--- config.mk ---
export PLATFORM = sky130hd
export DESIGN_NAME = rst_sequencer
export DESIGN_NICKNAME = d
export VERILOG_FILES = /design/src/rtl/rst_seq_pkg.sv /design/src/rtl/rst_pin_filter.sv /design/src/rtl/rst_seq_fsm.sv /design/src/rtl/rst_seq_regs.sv /design/src/rtl/rst_sequencer.sv
export SDC_FILE = /design/constraint.sdc
export NUM_CORES = 1
export LEC_CHECK = 0
export ABC_CLOCK_PERIOD_IN_PS = 4900
export BUFFER_PORTS_ARGS = -buffer_cell sky130_fd_sc_hd__buf_4
export CELL_PAD_IN_SITES_DETAIL_PLACEMENT = 0
export CELL_PAD_IN_SITES_GLOBAL_PLACEMENT = 1
export CORE_MARGIN = 1
export CORE_UTILIZATION = 30
export CTS_BUF_LIST = sky130_fd_sc_hd__clkbuf_8
export CTS_CLUSTER_DIAMETER = 120
export DETAILED_ROUTE_END_ITERATION = 8
export PLACE_DENSITY = 0.6
export REMOVE_ABC_BUFFERS = 1
export SYNTH_ARGS = -nofsm -noshare
export SYNTH_HDL_FRONTEND = slang
export SYNTH_SLANG_ARGS = --single-unit
export TNS_END_PERCENT = 30
--- constraint.sdc ---
create_clock -name clk -period 4.9 [get_ports clk]
set_input_delay 0.245 -clock clk [delete_from_list [all_inputs] [get_ports clk]]
set_output_delay 0.245 -clock clk [all_outputs]
set_load 0.01 [all_outputs]
--- src/rtl/rst_seq_pkg.sv ---
// Package: shared types and register layout for the reset sequencer.
// Assumes an 8-bit register port with a 2-bit address.
package rst_seq_pkg;

    typedef enum logic [1:0] {
        SEQ_IDLE = 2'd0,
        SEQ_SYS  = 2'd1,
        SEQ_EXT  = 2'd2
    } seq_state_e;

    localparam int REG_AW = 2;
    localparam int REG_DW = 8;

    localparam logic [REG_AW-1:0] ADDR_STATUS = 2'd0;
    localparam logic [REG_AW-1:0] ADDR_CTRL   = 2'd1;
    localparam logic [REG_AW-1:0] ADDR_CFG    = 2'd2;

    // Status bit positions
    localparam int ST_POR   = 0;
    localparam int ST_PIN   = 1;
    localparam int ST_CHK   = 2;
    localparam int ST_SWS   = 3;
    localparam int ST_SWE   = 4;
    localparam int ST_GLT   = 5;
    localparam int ST_PULL  = 6;
    localparam int N_FLAGS  = 6;
    localparam int N_CAUSES = 5;

    // Control bit positions
    localparam int CT_SYS   = 0;
    localparam int CT_EXT   = 1;
    localparam int CT_CHKEN = 2;

endpackage

--- src/rtl/rst_pin_filter.sv ---
// Reset pin filter: synchronizes the asynchronous reset pin and measures
// each assertion with a saturating counter. It flags a glitch when the pin
// drops after more than GLITCH_MIN and fewer than VALID_LEN high cycles,
// and a valid reset on the VALID_LEN-th consecutive high cycle.
// Assumes GLITCH_MIN < VALID_LEN and SYNC_STAGES >= 1.
module rst_pin_filter #(
    parameter int SYNC_STAGES = 2,
    parameter int GLITCH_MIN  = 2,
    parameter int VALID_LEN   = 10
) (
    input  logic clk,
    input  logic rst_n,
    input  logic pin_i,
    output logic valid_evt_o,
    output logic glitch_evt_o
);
    localparam int CNT_W = $clog2(VALID_LEN + 1);

    logic [SYNC_STAGES-1:0] sync_q;
    logic                   pin_s;
    logic [CNT_W-1:0]       len_q;

    generate
        if (SYNC_STAGES == 1) begin : g_sync1
            // Single-stage capture of the pin
            always_ff @(posedge clk) begin
                if (!rst_n) sync_q <= '0;
                else        sync_q <= pin_i;
            end
        end else begin : g_syncn
            // Multi-stage synchronizer shift chain
            always_ff @(posedge clk) begin
                if (!rst_n) sync_q <= '0;
                else        sync_q <= {sync_q[SYNC_STAGES-2:0], pin_i};
            end
        end
    endgenerate

    assign pin_s = sync_q[SYNC_STAGES-1];

    // Saturating count of consecutive synchronized high cycles
    always_ff @(posedge clk) begin
        if (!rst_n) begin
            len_q <= '0;
        end else if (pin_s) begin
            if (len_q != CNT_W'(VALID_LEN)) len_q <= len_q + 1'b1;
        end else begin
            len_q <= '0;
        end
    end

    // Classify the current cycle
    always_comb begin
        valid_evt_o  = pin_s && (len_q == CNT_W'(VALID_LEN - 1));
        glitch_evt_o = !pin_s && (len_q > CNT_W'(GLITCH_MIN))
                              && (len_q < CNT_W'(VALID_LEN));
    end

endmodule

--- src/rtl/rst_seq_fsm.sv ---
// Reset sequencer state machine: runs a full reset (internal reset and
// reset-out) or a software-only reset-out pulse of RST_LEN clocks.
// Hardware events restart into a full reset unless one is running.
// Software requests are taken only when idle. A software-only pulse can
// be cancelled. Power-on reset enters the full-reset state.
// Assumes RST_LEN >= 2.
module rst_seq_fsm
    import rst_seq_pkg::*;
#(
    parameter int RST_LEN = 16
) (
    input  logic clk,
    input  logic rst_n,
    input  logic hw_evt_i,
    input  logic sw_sys_i,
    input  logic sw_ext_set_i,
    input  logic sw_ext_clr_i,
    output logic sys_rst_o,
    output logic rst_out_o,
    output logic sys_start_o,
    output logic sw_sys_taken_o,
    output logic ext_start_o,
    output logic ext_busy_o,
    output logic done_o
);
    localparam int CNT_W = $clog2(RST_LEN + 1);

    seq_state_e       state_q, state_d;
    logic [CNT_W-1:0] cnt_q;
    logic             ext_cancel;

    // Request arbitration and next-state selection
    always_comb begin
        sys_start_o    = (state_q != SEQ_SYS) &&
                         (hw_evt_i || (sw_sys_i && state_q == SEQ_IDLE));
        sw_sys_taken_o = sw_sys_i && (state_q == SEQ_IDLE);
        ext_start_o    = (state_q == SEQ_IDLE) && sw_ext_set_i && !sys_start_o;
        ext_cancel     = (state_q == SEQ_EXT) && sw_ext_clr_i && !sys_start_o;
        state_d        = state_q;
        if (sys_start_o)                                state_d = SEQ_SYS;
        else if (ext_start_o)                           state_d = SEQ_EXT;
        else if (ext_cancel)                            state_d = SEQ_IDLE;
        else if (state_q != SEQ_IDLE && cnt_q == '0)    state_d = SEQ_IDLE;
    end

    // State register, power-on enters a full reset
    always_ff @(posedge clk) begin
        if (!rst_n) state_q <= SEQ_SYS;
        else        state_q <= state_d;
    end

    // Pulse down-counter, loaded on each accepted start
    always_ff @(posedge clk) begin
        if (!rst_n)                              cnt_q <= CNT_W'(RST_LEN - 1);
        else if (sys_start_o || ext_start_o)     cnt_q <= CNT_W'(RST_LEN - 1);
        else if (state_q != SEQ_IDLE && cnt_q != '0) cnt_q <= cnt_q - 1'b1;
    end

    // Output decode from the state register
    always_comb begin
        sys_rst_o  = (state_q == SEQ_SYS);
        rst_out_o  = (state_q != SEQ_IDLE);
        ext_busy_o = (state_q == SEQ_EXT);
        done_o     = (state_q != SEQ_IDLE) && (state_d == SEQ_IDLE);
    end

endmodule

--- src/rtl/rst_seq_regs.sv ---
// Register file of the reset sequencer: sticky cause flags with
// write-one-to-clear, control bits, and the configuration pins captured
// when reset-out negates. Reads are combinational from the address.
// Assumes event inputs are single-cycle pulses from the sequencer.
module rst_seq_regs
    import rst_seq_pkg::*;
(
    input  logic              clk,
    input  logic              rst_n,
    input  logic              reg_wr_i,
    input  logic [REG_AW-1:0] reg_addr_i,
    input  logic [REG_DW-1:0] reg_wdata_i,
    output logic [REG_DW-1:0] reg_rdata_o,
    input  logic              valid_evt_i,
    input  logic              glitch_evt_i,
    input  logic              sys_start_i,
    input  logic              pin_cause_i,
    input  logic              chk_cause_i,
    input  logic              sws_cause_i,
    input  logic              swe_cause_i,
    input  logic              done_i,
    input  logic              ext_busy_i,
    input  logic [1:0]        boot_cfg_i,
    input  logic              pull_cfg_i,
    output logic              sw_sys_o,
    output logic              sw_ext_set_o,
    output logic              sw_ext_clr_o,
    output logic              chk_en_o
);
    logic [N_FLAGS-1:0] flags_q, flags_d;
    logic [N_FLAGS-1:0] cause_set;
    logic               chk_en_q;
    logic [1:0]         boot_q;
    logic               pull_q;
    logic               wr_status, wr_ctrl;
    logic               unused_wdata;

    assign wr_status    = reg_wr_i && (reg_addr_i == ADDR_STATUS);
    assign wr_ctrl      = reg_wr_i && (reg_addr_i == ADDR_CTRL);
    assign sw_sys_o     = wr_ctrl && reg_wdata_i[CT_SYS];
    assign sw_ext_set_o = wr_ctrl && reg_wdata_i[CT_EXT];
    assign sw_ext_clr_o = wr_ctrl && !reg_wdata_i[CT_EXT];
    assign chk_en_o     = chk_en_q;
    assign unused_wdata = ^reg_wdata_i[REG_DW-1:N_FLAGS];

    // Collect the cause-setting pulses into flag positions
    always_comb begin
        cause_set          = '0;
        cause_set[ST_PIN]  = pin_cause_i;
        cause_set[ST_CHK]  = chk_cause_i;
        cause_set[ST_SWS]  = sws_cause_i;
        cause_set[ST_SWE]  = swe_cause_i;
    end

    // Flag update: clear on write, a new system reset replaces the causes
    always_comb begin
        flags_d = flags_q;
        if (wr_status) flags_d = flags_d & ~reg_wdata_i[N_FLAGS-1:0];
        for (int i = 0; i < N_CAUSES; i++) begin
            if (sys_start_i)  flags_d[i] = 1'b0;
            if (cause_set[i]) flags_d[i] = 1'b1;
        end
        if (valid_evt_i)  flags_d[ST_GLT] = 1'b0;
        if (glitch_evt_i) flags_d[ST_GLT] = 1'b1;
    end

    // Flag register, power-on leaves only the power-on flag
    always_ff @(posedge clk) begin
        if (!rst_n) flags_q <= N_FLAGS'(1) << ST_POR;
        else        flags_q <= flags_d;
    end

    // Checkstop enable control bit, enabled out of power-on
    always_ff @(posedge clk) begin
        if (!rst_n)       chk_en_q <= 1'b1;
        else if (wr_ctrl) chk_en_q <= reg_wdata_i[CT_CHKEN];
    end

    // Configuration pin capture at the negation of reset-out
    always_ff @(posedge clk) begin
        if (!rst_n) begin
            boot_q <= '0;
            pull_q <= 1'b0;
        end else if (done_i) begin
            boot_q <= boot_cfg_i;
            pull_q <= pull_cfg_i;
        end
    end

    // Read multiplexer
    always_comb begin
        reg_rdata_o = '0;
        case (reg_addr_i)
            ADDR_STATUS: begin
                reg_rdata_o[N_FLAGS-1:0] = flags_q;
                reg_rdata_o[ST_PULL]     = pull_q;
            end
            ADDR_CTRL: begin
                reg_rdata_o[CT_EXT]   = ext_busy_i;
                reg_rdata_o[CT_CHKEN] = chk_en_q;
            end
            ADDR_CFG:  reg_rdata_o[1:0] = boot_q;
            default:   reg_rdata_o = '0;
        endcase
    end

endmodule

--- src/rtl/rst_sequencer.sv ---
// Top of the reset sequencer: pin filter, sequencer state machine and
// register file. Combines the hardware reset sources and routes cause
// pulses to the flags. Assumes rst_n is a synchronous power-on reset.
module rst_sequencer
    import rst_seq_pkg::*;
#(
    parameter int RST_LEN     = 16,
    parameter int GLITCH_MIN  = 2,
    parameter int VALID_LEN   = 10,
    parameter int SYNC_STAGES = 2
) (
    input  logic              clk,
    input  logic              rst_n,
    input  logic              pin_rst_i,
    input  logic              chkstop_i,
    input  logic [1:0]        boot_cfg_i,
    input  logic              pull_cfg_i,
    input  logic              reg_wr_i,
    input  logic [REG_AW-1:0] reg_addr_i,
    input  logic [REG_DW-1:0] reg_wdata_i,
    output logic [REG_DW-1:0] reg_rdata_o,
    output logic              sys_rst_o,
    output logic              rst_out_o
);
    logic valid_evt, glitch_evt, hw_evt, chk_evt;
    logic sw_sys_req, sw_ext_set, sw_ext_clr, chk_en;
    logic sys_start, sw_sys_taken, ext_start, ext_busy, seq_done;

    // Hardware reset sources
    assign chk_evt = chkstop_i && chk_en;
    assign hw_evt  = valid_evt || chk_evt;

    rst_pin_filter #(
        .SYNC_STAGES (SYNC_STAGES),
        .GLITCH_MIN  (GLITCH_MIN),
        .VALID_LEN   (VALID_LEN)
    ) u_filter (
        .clk          (clk),
        .rst_n        (rst_n),
        .pin_i        (pin_rst_i),
        .valid_evt_o  (valid_evt),
        .glitch_evt_o (glitch_evt)
    );

    rst_seq_fsm #(
        .RST_LEN (RST_LEN)
    ) u_fsm (
        .clk            (clk),
        .rst_n          (rst_n),
        .hw_evt_i       (hw_evt),
        .sw_sys_i       (sw_sys_req),
        .sw_ext_set_i   (sw_ext_set),
        .sw_ext_clr_i   (sw_ext_clr),
        .sys_rst_o      (sys_rst_o),
        .rst_out_o      (rst_out_o),
        .sys_start_o    (sys_start),
        .sw_sys_taken_o (sw_sys_taken),
        .ext_start_o    (ext_start),
        .ext_busy_o     (ext_busy),
        .done_o         (seq_done)
    );

    rst_seq_regs u_regs (
        .clk          (clk),
        .rst_n        (rst_n),
        .reg_wr_i     (reg_wr_i),
        .reg_addr_i   (reg_addr_i),
        .reg_wdata_i  (reg_wdata_i),
        .reg_rdata_o  (reg_rdata_o),
        .valid_evt_i  (valid_evt),
        .glitch_evt_i (glitch_evt),
        .sys_start_i  (sys_start),
        .pin_cause_i  (sys_start && valid_evt),
        .chk_cause_i  (sys_start && chk_evt),
        .sws_cause_i  (sw_sys_taken),
        .swe_cause_i  (ext_start),
        .done_i       (seq_done),
        .ext_busy_i   (ext_busy),
        .boot_cfg_i   (boot_cfg_i),
        .pull_cfg_i   (pull_cfg_i),
        .sw_sys_o     (sw_sys_req),
        .sw_ext_set_o (sw_ext_set),
        .sw_ext_clr_o (sw_ext_clr),
        .chk_en_o     (chk_en)
    );

endmodule

---- Yosys cells after proc, flatten, opt, wreduce, memory -nomap -nowiden ----
Cells that the tools add are included.
storage, ports and cells
  bits in registers ....................... 23
  input port bits ......................... 18
  word-level logic and storage cells ...... 87
cells by class
  $add $sub $neg .......................... 2
  magnitude comparators ................... 2
  eq/ne operators ......................... 7
  mux-type cells .......................... 20
  bitwise operators ....................... 3
  reduce and logical (&&, ||, !) cells .... 40
operators with widths
  cell                                                           number
  logical AND 1 bit                                              20
  nonzero test 3 bit                                             5
  2-to-1 mux 1 bit                                               11
  2-to-1 mux 2 bit                                               4
  AND 6 bit                                                      1
  logical NOT 2 bit                                              3
  2-to-1 mux 6 bit                                               1
  NOT 6 bit                                                      1
  logical NOT 5 bit                                              1
  nonzero test 5 bit                                             1
  subtractor 5 x 1 -> 5 bit, second input constant               1
  adder 4 x 1 -> 4 bit, second input constant                    1
  == test 2 x 1 -> 1 bit, second input constant                  2
  == test 2 bit, second input constant                           2
  == test 4 bit, second input constant                           1
  greater-than comparator 4 x 2 -> 1 bit, second input constant  1
  < comparator 4 bit, second input constant                      1
  2-to-1 mux 4 bit                                               1
  inequality test 4 bit, second input constant                   1
  case mux 1 bit (2 select lines)                                2
  nonzero test 2 bit                                             2
  logical NOT 1 bit                                              3
  logical OR 1 bit                                               3
  case mux 1 bit (3 select lines)                                1
  other kinds (4)                                                4

---- Longest topological paths before layout ----
Gate-level depths: netlist of run 1.
  depth after elaboration ................. 13
  depth in mapped cells ................... 7

---- Cells and area by module ----
From an unflattened synthesis of run 1, not the netlist that was laid out.
second synthesis, totals
  cells, all modules ...................... 143
  area total of the unflattened synthesis .. 1320.0 um^2
modules (own cells, without submodules)
  module          instances  cells an instance  area an instance (um^2)  sequential area each (um^2)
  rst_seq_regs    1          60                 558.0                    200.2
  rst_seq_fsm     1          50                 442.9                    140.1
  rst_pin_filter  1          30                 299.0                    120.1
  rst_sequencer   1          3                  20.0                     0.0

---- Least setup slack after synthesis of run 1 ----
Ideal clock, no wire load.
  kind .................................... register to register
  start ................................... reg u_fsm.cnt_q[0]
  end ..................................... reg u_regs.boot_q[0]
  library setup time ...................... 0.127 ns
  data arrival time ....................... 1.463 ns
  path slack .............................. 3.310 ns
  stages on the path, launching flop included .. 8
  buffers on the path ..................... 1
  clock period less this slack ............ 1.590 ns
  cell sequence ........................... dfxtp_1 inv_1 ha_1 or4b_4 buf_6 o21a_4 o2111ai_1 nand3_1
on the way
  word-level cells in the longest chain between the ends .. 8
ends and longest elaborated chain
  item                    RTL line            RTL
  from (decl)             rst_seq_fsm.sv:29   logic [CNT_W-1:0] cnt_q;
  from (signal assigned)  rst_seq_fsm.sv:54   if (!rst_n) cnt_q <= CNT_W'(RST_LEN - 1);
  from (signal assigned)  rst_seq_fsm.sv:55   else if (sys_start_o || ext_start_o) cnt_q <= CNT_W'(RST_LEN - 1);
  from (signal assigned)  rst_seq_fsm.sv:56   else if (state_q != SEQ_IDLE && cnt_q != '0) cnt_q <= cnt_q - 1'b1;
  logical NOT 5 bit       rst_seq_fsm.sv:43   else if (state_q != SEQ_IDLE && cnt_q == '0) state_d = SEQ_IDLE;
  logical AND 1 bit       rst_seq_fsm.sv:43
  2-to-1 mux 2 bit        rst_seq_fsm.sv:43
  2-to-1 mux 2 bit        rst_seq_fsm.sv:42   else if (ext_cancel) state_d = SEQ_IDLE;
  2-to-1 mux 2 bit        rst_seq_fsm.sv:41   else if (ext_start_o) state_d = SEQ_EXT;
  2-to-1 mux 2 bit        rst_seq_fsm.sv:40   if (sys_start_o) state_d = SEQ_SYS;
  logical NOT 2 bit       rst_seq_fsm.sv:64   done_o = (state_q != SEQ_IDLE) && (state_d == SEQ_IDLE);
  logical AND 1 bit       rst_seq_fsm.sv:64
  to (signal assigned)    rst_seq_regs.sv:85  boot_q <= boot_cfg_i;
  to (decl)               rst_seq_regs.sv:33  logic [1:0] boot_q;
Every way passes these cells.
A chain may end at the register's enable or synchronous reset.

---- Worst setup path after layout of run 1 ----
  start ................................... reg u_filter.len_q[1]
  end ..................................... reg u_fsm.cnt_q[1]
on the way
  word-level cells in the longest chain between the ends .. 9
ends and longest elaborated chain
  item                            RTL line              RTL
  from (decl)                     rst_pin_filter.sv:21  logic [CNT_W-1:0] len_q;
  from (signal assigned)          rst_pin_filter.sv:46  if (len_q != CNT_W'(VALID_LEN)) len_q <= len_q + 1'b1;
  == test 4 bit *                 rst_pin_filter.sv:54  valid_evt_o = pin_s && (len_q == CNT_W'(VALID_LEN - 1));
  logical AND 1 bit *             rst_pin_filter.sv:54
  logical OR 1 bit *              rst_sequencer.sv:31   assign hw_evt = valid_evt || chk_evt;
  logical OR 1 bit *              rst_seq_fsm.sv:35     (hw_evt_i || (sw_sys_i && state_q == SEQ_IDLE));
  logical AND 1 bit *             rst_seq_fsm.sv:34     sys_start_o = (state_q != SEQ_SYS) &&
  logical NOT 1 bit               rst_seq_fsm.sv:37     ext_start_o = (state_q == SEQ_IDLE) && sw_ext_set_i && !sys_start_o;
  logical AND 1 bit               rst_seq_fsm.sv:37
  logical OR 1 bit *              rst_seq_fsm.sv:55
  OR reduction 2 bit (no line) *  --
Every way passes the cells marked *; elsewhere a longest branch is shown, timed or not.

==> qor.csv, run 1 <==
metric,value,unit
dieArea,4490,µm²
syn-cell-area,1270,µm²
totalPowerFinal,374,µW
fp.dieH,67,µm
avgSynthCellArea,8.45,µm²
worstPathArrival,1.91,ns
critPathKind,reg -> reg,
place_congestion,0.755,
start_kind,flop,
cap_violations,0,
portBuffers,24,
ant_nets,0,
core-area,4030,µm²
drtIter0Drc,82,
cellPowerDensity,247,nW/µm²
synth-edff-count,0,
timing.final.crit_share,36.4,%
synth_cell_types,43,
layout-drive-gt1-share,20.5,%
synth_top_flop_cell,dfxtp_1,
tns,0,ns
post_cts_buffers,0,
timing.slew.headroom,55.9,%
io_pins,28,
wl,2980,µm
cp.required,5.03,ns
rows,23,
rsz0062_at_grt,no,
drc,0,
diodes,0,
grt_overflow,0,
fin_worst_skew,0.00585,ns
num_vias,1111,
clkTransAtPathRegs,0.08,ns
grt_use_total,14.7,%
min-delay-path-class,in -> reg,
dp_slack,3.10,ns
setup_slack,3.12,ns
areaGrowthSynthToFinish,19.7,%
grt_max_degree,20,
crit_fanout,7,
cts_tree,built,
finalSetupViolCount,0,
finalMaxSlewViolations,0,
finalInstanceArea,1520,µm²
outcome,"finished, final reports clean",
nets,195,
finalHoldViolCount,0,
fin_crit,1.78,ns
numCtsBuffers,3,
cts_root_buffer,clkbuf_8,
synth.yosys.warnings,0,
initial_core_util,31.5,%
grt_pass1_vias,1060,
routedWlPerCell,13.5,µm
grt_pass1_wl,4860,µm
cts_resized,0,
drt_pass1_iterations,4,
worstRegToRegCells,6,
ir_drop,0.158,mV
place_area,1470,µm²
min_path_cells,2,
via_per_inst,5.03,
hpwl,2280,µm
worst_pin_slew,0.653,ns
cts_buffer_depth,2,
cts.sinks,23,
grt_antenna_before_repair,0,
clkLatencyLatePin,0.26,ns
ys_ff_latch,23,
leakage,0.000612,µW
async_reset_ff_share,0,%
postCtsHoldBufs,0,
htreeDepth,1,
maxClockFrequency,0.560,GHz
end_kind,flop,
die_w,67,µm
synth_seq_area_share,36.3,%
netlist_instances,150,
==> stage by stage <==
stage | util (%) | instances | hold WS (ns)
floorplan | - | 143 | 0.307
global placement | 36.5 | 217 | 0.414
detailed placement | 36.5 | 217 | 0.421
CTS | 37.7 | 221 | 0.182
global route | 37.7 | 221 | 0.189
finish | 37.7 | 221 | 0.188
==> metal layers <==
| metal | vias up | part of all wire [%] | global-route usage [%] |
|---|---|---|---|
| met5 | - | 0 | 0 |
| li1 | 574 | - | - |
| met3 | 2 | 7.2 | 4.28 |
| met4 | 0 | 0.91 | 3.99 |
| met1 | 505 | 47 | 17.7 |
| met2 | 30 | 45 | 25.0 |
==> state kept, by name, summed over array words and instances, names as in the netlist <==
register         flops
u_regs.flags_q       6
u_fsm.cnt_q          5
u_filter.len_q       4
u_filter.sync_q      2
u_fsm.state_q        2
u_regs.boot_q        2
u_regs.chk_en_o      1
u_regs.pull_q        1
==> cells in the final DEF (no fill, tap or decap), types with 4 or more instances in the layout <==
master   netlist  routed
and2_1         8       8
nand4_1        6       6
nand3_1       15      15
nand2_1       16      16
nor2_1        11      11
buf_4          1      24
inv_1          8       8
mux2i_1        4       4
o22ai_1        4       4
dfxtp_1       23      23
ha_1           5       5
==> path summary, 6_finish.rpt <==
check | end | slack [ns] | start
max | u_fsm.cnt_q[1] | 3.12 | u_filter.len_q[1]
max reg2reg | u_fsm.cnt_q[1] | 3.12 | u_filter.len_q[1]
min reg2reg | u_filter.sync_q[1] | 0.43 | u_filter.sync_q[0]
min | u_filter.sync_q[0] | 0.19 | pin_rst_i
==> Yosys cell counts, types with 2 or more instances <==
| cell type | count | area share (%) |
|---|---|---|
| o21ai_0 | 3 | 1.2 |
| nand2_1 | 16 | 4.7 |
| a31oi_1 | 2 | 0.99 |
| xor2_1 | 3 | 2.1 |
| nor3_1 | 2 | 0.79 |
| and2_1 | 8 | 3.9 |
| o22ai_1 | 4 | 2.0 |
| mux2i_1 | 4 | 3.2 |
| xnor2_1 | 3 | 2.1 |
| inv_1 | 8 | 2.4 |
| nand3_1 | 15 | 5.9 |
| nand2b_1 | 2 | 0.99 |
| a211oi_1 | 2 | 1.2 |
| o2111ai_1 | 3 | 2.1 |
| nand4_1 | 6 | 3.0 |
| nand3b_1 | 3 | 1.8 |
| clkbuf_1 | 4 | 1.2 |
| ha_1 | 5 | 4.9 |
| dfxtp_1 | 23 | 36 |
| nor2_1 | 11 | 3.3 |
==> worst max-delay path, stage by stage, from the launching register on <==
cell	delay [ns]
dfxtp_1	0.44
inv_1	0.07
ha_1	0.17
nand4b_1	0.22
o2111ai_2	0.22
a21boi_1	0.38
o211ai_1	0.14
==> logic make-up (layout without fill, tap and decap cells) <==
kind of cell	count (synthesis)	count (layout)	synth area share, %
AO/OA/AOI/OAI	24	24	14.6
multiplexers	4	4	3.16
AND/OR/NAND/NOR	72	72	31.1
XOR/XNOR	6	6	4.15
flip-flops	23	23	36.3
buffers and inverters	15	36	5.43
adder cells (fa/ha/maj)	5	5	4.94
other	1	1	0.296
==> power by group <==
group / total [µW] / switching (µW) / internal, µW / leakage, µW
sequential: 206 / 9.22 / 197 / 0.000187
combinational: 51.8 / 27.0 / 24.8 / 0.000399
clock: 117 / 60.3 / 56.7 / 0.0000255
total: 374 / 96.5 / 278 / 0.000612
==> area by class of cell <==
type,instances,area [µm²]
Tap cell,50,62.6
Clock buffer,3,41.3
Clock inverter,1,5.00
Inverter,8,30.0
Multi-Input combinational cell,112,738
Timing Repair Buffer,24,180
Fill cell,428,2510
Sequential cell,23,460
(Power assumes the default switching activity.)
==> run 2: changes to the inputs <==
ABC_CLOCK_PERIOD_IN_PS = 1850   (was 4900)
clock period = 1.85 ns   (was 4.9 ns; I/O delays follow)
==> qor.csv, run 2 (synthesized netlist as in run 1, its figures left out) <==
metric,value,unit,change
outcome,"finished, final reports clean",,unchanged
end_kind,flop,,unchanged
core-area,4030,µm²,unchanged
drc,0,,unchanged
cellPowerDensity,649,nW/µm²,was 247 nW/µm²
cts_tree,built,,unchanged
grt_antenna_before_repair,0,,unchanged
grt_use_total,15.7,%,was 14.7%
cts_buffer_depth,2,,unchanged
seqCellArea,460,µm²,unchanged
worst_pin_slew,0.575,ns,was 0.653 ns
worstPathArrival,1.83,ns,was 1.91 ns
worstRegToRegCells,6,,unchanged
fin_crit,1.68,ns,was 1.78 ns
postCtsHoldBufs,0,,unchanged
layout-drive-gt1-share,22.0,%,was 20.5%
rows,23,,unchanged
maxClockFrequency,0.596,GHz,was 0.560 GHz
reg2reg_from,u_fsm.cnt_q[0],,was u_filter.len_q[1]
finalSetupViolCount,0,,unchanged
crit_path_top_delay_cell,or4b_4,,was dfxtp_1
portBuffers,24,,unchanged
crit_fanout,8,,was 7
clkLatencyLatePin,0.26,ns,about the same
drtIter0Drc,80,,was 82
post_cts_buffers,0,,unchanged
finish.utilization,38.1,%,was 37.7%
initial_core_util,31.5,%,unchanged
place_congestion,0.790,,was 0.755
dieArea,4490,µm²,unchanged
htreeDepth,1,,unchanged
layout_commonest_cell,buf_4,,unchanged
fp.dieH,67,µm,unchanged
routedWlPerCell,14.0,µm,was 13.5 µm
place_area,1490,µm²,was 1470 µm²
grt_max_degree,20,,unchanged
ir_drop,0.376,mV,was 0.158 mV
wl,3120,µm,was 2980 µm
cts.sinks,23,,unchanged
min-delay-path-class,in -> reg,,unchanged
numCtsBuffers,3,,unchanged
cts_root_buffer,clkbuf_8,,unchanged
largest_reg_flops,6,,unchanged
totalPowerFinal,998,µW,was 374 µW
grt_overflow,0,,unchanged
num_vias,1128,,was 1111
crit_end,u_regs.boot_q[1],,was u_fsm.cnt_q[1]
timing.final.crit_share,90.7,%,was 36.4%
grt_pass1_wl,5180,µm,was 4860 µm
max_stage_delay,0.54,ns,was 0.44 ns
cp.required,2.00,ns,was 5.03 ns
critPathKind,reg -> reg,,unchanged
final_cell_mix,"26 x buf_4, 23 x dfxtp_1, 16 x nand2_1",,"was 24 x buf_4, 23 x dfxtp_1, 16 x nand2_1"
nets,197,,was 195
diodes,0,,unchanged
via_per_inst,5.06,,was 5.03
grt_pass1_vias,1075,,was 1060
cts_resized,0,,unchanged
rsz0062_at_grt,no,,unchanged
top_regs,"u_regs.flags_q (6), u_fsm.cnt_q (5), u_filter.len_q (4)",,unchanged
ant_nets,0,,unchanged
start_kind,flop,,unchanged
fillers,434,,was 428
crit_chain,inv_1 > ha_1 > or4b_4 > o21a_4 > o2111ai_1 > nand3_1,,was inv_1 > ha_1 > nand4b_1 > o2111ai_2 > a21boi_1 > o211ai_1
timing.slew.headroom,61.5,%,was 55.9%
multi_input_area,742,µm²,was 738 µm²
r2r_setup_slack,0.17,ns,was 3.12 ns
top_register,u_regs.flags_q,,unchanged
cap_violations,0,,unchanged
r2r-end,u_regs.boot_q[1],,was u_fsm.cnt_q[1]
drt_pass1_iterations,4,,unchanged
finalMaxSlewViolations,0,,unchanged
finalHoldViolCount,0,,unchanged
dp_slack,0.121,ns,was 3.10 ns
io_pins,28,,unchanged
clkTransAtPathRegs,0.08,ns,about the same
finalInstanceArea,1540,µm²,was 1520 µm²
fin_worst_skew,0.000851,ns,was 0.00585 ns
hpwl,2320,µm,was 2280 µm
tns,0,ns,unchanged
leakage,0.000622,µW,was 0.000612 µW
areaGrowthSynthToFinish,21.2,%,was 19.7%
crit_start,u_fsm.cnt_q[0],,was u_filter.len_q[1]
setup_slack,0.173,ns,was 3.12 ns
die_w,67,µm,unchanged
-- run 2: cell count changes in the layout (fill, tap and decap cells not counted) --
| cell | before | now |
|---|---|---|
| a21boi_1 | 1 | 0 |
| a21boi_2 | 0 | 1 |
| buf_4 | 24 | 26 |
-- run 2: routing by layer --
| layer | part of all wire (%) | GRT usage [%] |
|---|---|---|
| met1 | 49 | 19.3 |
| met2 | 45 | 27.0 |
| met3 | 4.9 | 3.60 |
| met4 | 0.80 | 3.99 |
| met5 | 0 | 0 |
-- run 2: area by class of cell --
cell class              count  area share (%)
well taps                  50            4.07
multi-input cells         112            48.3
flip-flops and latches     23            30.0
clock buffers               3            2.69
inverters                   8            1.95
repair buffers             26            12.7
clock inverters             1           0.326
-- run 2: metrics by stage --
step,hold WS [ns],std cells
6_report,0.0333,223
5_1_grt,0.0238,223
4_1_cts,0.0241,223
3_5_place_dp,0.304,219
3_3_place_gp,0.302,219
2_1_floorplan,0.154,143
-- run 2: report_power, final --
group          internal, µW  total (µW)  switching, µW
registers               520         546           25.5
clock network           150         313            162
logic                  65.9         139           73.4
total                   737         998            261
-- run 2: worst max-delay path, delay by kind of cell (launching register included) --
family / cells / cell delay, ns
buffers and inverters: 1 / 0.11
flip-flops: 1 / 0.33
adder cells (fa/ha/maj): 1 / 0.16
AND/OR/NAND/NOR: 2 / 0.62
AO/OA/AOI/OAI: 2 / 0.35
-- run 2: worst min-delay path by stage --
| stage | start | cells past startpoint | endpoint | slack [ns] |
|---|---|---|---|---|
| 4_1_cts | pin_rst_i | 2 | u_filter.sync_q[0] | 0.02 |
| 5_1_grt | pin_rst_i | 2 | u_filter.sync_q[0] | 0.02 |
| 2_1_floorplan | rst_n | 1 | u_regs.chk_en_o | 0.15 |
| 6_report | pin_rst_i | 2 | u_filter.sync_q[0] | 0.03 |
| 3_3_place_gp | pin_rst_i | 2 | u_filter.sync_q[0] | 0.30 |
| 3_5_place_dp | pin_rst_i | 2 | u_filter.sync_q[0] | 0.30 |
==> run 3: changes to the inputs <==
ABC_CLOCK_PERIOD_IN_PS = default   (was 1850)
CORE_UTILIZATION = 40   (was 30)
PLACE_DENSITY = 0.77   (was 0.6)
==> qor.csv, run 3 (synthesized netlist as in run 1, its figures left out) <==
metric,value,unit,change
fillers,293,,was 434
wl,2840,µm,was 3120 µm
clkLatencyLatePin,0.26,ns,about the same
seqCellArea,460,µm²,unchanged
grt_max_degree,20,,unchanged
multi_input_area,742,µm²,unchanged
num_vias,1135,,was 1128
final_cell_mix,"26 x buf_4, 23 x dfxtp_1, 16 x nand2_1",,unchanged
cts_tree,built,,unchanged
htreeDepth,1,,unchanged
portBuffers,24,,unchanged
largest_reg_flops,6,,unchanged
timing.final.crit_share,90.3,%,was 90.7%
via_per_inst,5.23,,was 5.06
leakage,0.000623,µW,was 0.000622 µW
fin_worst_skew,0.00377,ns,was 0.000851 ns
core-area,3030,µm²,was 4030 µm²
hpwl,2090,µm,was 2320 µm
cap_violations,0,,unchanged
grt_use_total,18.8,%,was 15.7%
top_regs,"u_regs.flags_q (6), u_fsm.cnt_q (5), u_filter.len_q (4)",,unchanged
diodes,0,,unchanged
grt_antenna_before_repair,0,,unchanged
cts_buffer_depth,2,,unchanged
cp.required,1.99,ns,was 2.00 ns
fp.dieH,58.3,µm,was 67 µm
drc,0,,unchanged
finalHoldViolCount,0,,unchanged
crit_fanout,8,,unchanged
initial_core_util,41.9,%,was 31.5%
die_w,58.3,µm,was 67 µm
outcome,"finished, final reports clean",,unchanged
clkTransAtPathRegs,0.08,ns,about the same
worstPathArrival,1.81,ns,was 1.83 ns
routedWlPerCell,13.1,µm,was 14.0 µm
grt_pass1_vias,1084,,was 1075
areaGrowthSynthToFinish,20.5,%,was 21.2%
timing.slew.headroom,64.7,%,was 61.5%
top_register,u_regs.flags_q,,unchanged
worst_pin_slew,0.527,ns,was 0.575 ns
fin_crit,1.67,ns,was 1.68 ns
ant_nets,0,,unchanged
finalMaxSlewViolations,0,,unchanged
cts_root_buffer,clkbuf_8,,unchanged
cellPowerDensity,645,nW/µm²,was 649 nW/µm²
layout-drive-gt1-share,21.4,%,was 22.0%
finalSetupViolCount,0,,unchanged
nets,197,,unchanged
drt_pass1_iterations,4,,unchanged
post_cts_buffers,0,,unchanged
dieArea,3400,µm²,was 4490 µm²
numCtsBuffers,3,,unchanged
holdWs,0.0386,ns,was 0.0333 ns
drtIter0Drc,40,,was 80
end_kind,flop,,unchanged
tns,0,ns,unchanged
rows,20,,was 23
ir_drop,0.322,mV,was 0.376 mV
critPathKind,reg -> reg,,unchanged
maxClockFrequency,0.599,GHz,was 0.596 GHz
grt_overflow,0,,unchanged
start_kind,flop,,unchanged
cts.sinks,23,,unchanged
layout_commonest_cell,buf_4,,unchanged
grt_pass1_wl,4830,µm,was 5180 µm
io_pins,28,,unchanged
place_congestion,0.775,,was 0.790
min-delay-path-class,in -> reg,,unchanged
postCtsHoldBufs,0,,unchanged
rsz0062_at_grt,no,,unchanged
==> run 3: changes by cell type in the layout (fill, tap and decap cells not counted) <==
cell	before	now
clkinv_2	1	0
inv_1	8	9
==> run 3: worst max-delay path, stage by stage (launching register included) <==
cell and delay (ns):
dfxtp_1 0.32, inv_1 0.11, ha_1 0.18, or4b_4 0.53
o21a_4 0.16, o2111ai_1 0.17, nand3_1 0.09
==> run 3: repair_timing <==
| action | 4_1_cts | 5_1_grt |
|---|---|---|
| setup endpoints to repair | 0 | 1 |
| endpoints found under the hold margin | 0 | 0 |
| resized for setup | 0 | 1 |
==> run 3: final cells by class <==
type | count | area share (%)
Inverter | 8 | 1.97
Tap cell | 44 | 3.60
Sequential cell | 23 | 30.1
Clock inverter | 1 | 0.246
Timing Repair Buffer | 26 | 12.8
Multi-Input combinational cell | 112 | 48.6
Clock buffer | 3 | 2.70
==> run 3: path summary, 6_finish.rpt <==
kind / start / endpoint / slack (ns) / cells past startpoint
max: u_fsm.cnt_q[0] / u_regs.boot_q[0] / 0.18 / 6
min reg2reg: u_filter.sync_q[0] / u_filter.sync_q[1] / 0.43 / 1
max reg2reg: u_fsm.cnt_q[0] / u_regs.boot_q[0] / 0.18 / 6
min: pin_rst_i / u_filter.sync_q[0] / 0.04 / 2
==> run 3: metal layers <==
| metal | GRT usage [%] | wire [µm] | up-vias |
|---|---|---|---|
| met5 | 0 | 0 | - |
| met4 | 6.80 | 21 | 0 |
| met3 | 4.40 | 102 | 2 |
| met2 | 31.5 | 1420 | 21 |
| met1 | 23.6 | 1300 | 530 |
| li1 | - | - | 582 |
==> run 3: report_power, final <==
| group | leakage (µW) | switching [µW] | internal, µW |
|---|---|---|---|
| sequential | 0.000187 | 24.8 | 520 |
| clock | 0.0000269 | 156 | 148 |
| combinational | 0.000409 | 70.1 | 65.9 |
| total | 0.000623 | 251 | 734 |
==> run 3: metrics by stage <==
stage | instance area (µm²) | power (µW) | util (%) | instances | setup slack (ns)
6_report | 1530 | 985 | 50.5 | 217 | 0.180
5_1_grt | 1530 | 1050 | 50.5 | 217 | 0.0796
4_1_cts | 1520 | 1000 | 50.3 | 217 | 0.158
3_5_place_dp | 1480 | 693 | 48.8 | 213 | 0.178
3_3_place_gp | 1480 | 687 | 48.8 | 213 | 0.220
2_1_floorplan | 1230 | 626 | - | 143 | 0.311
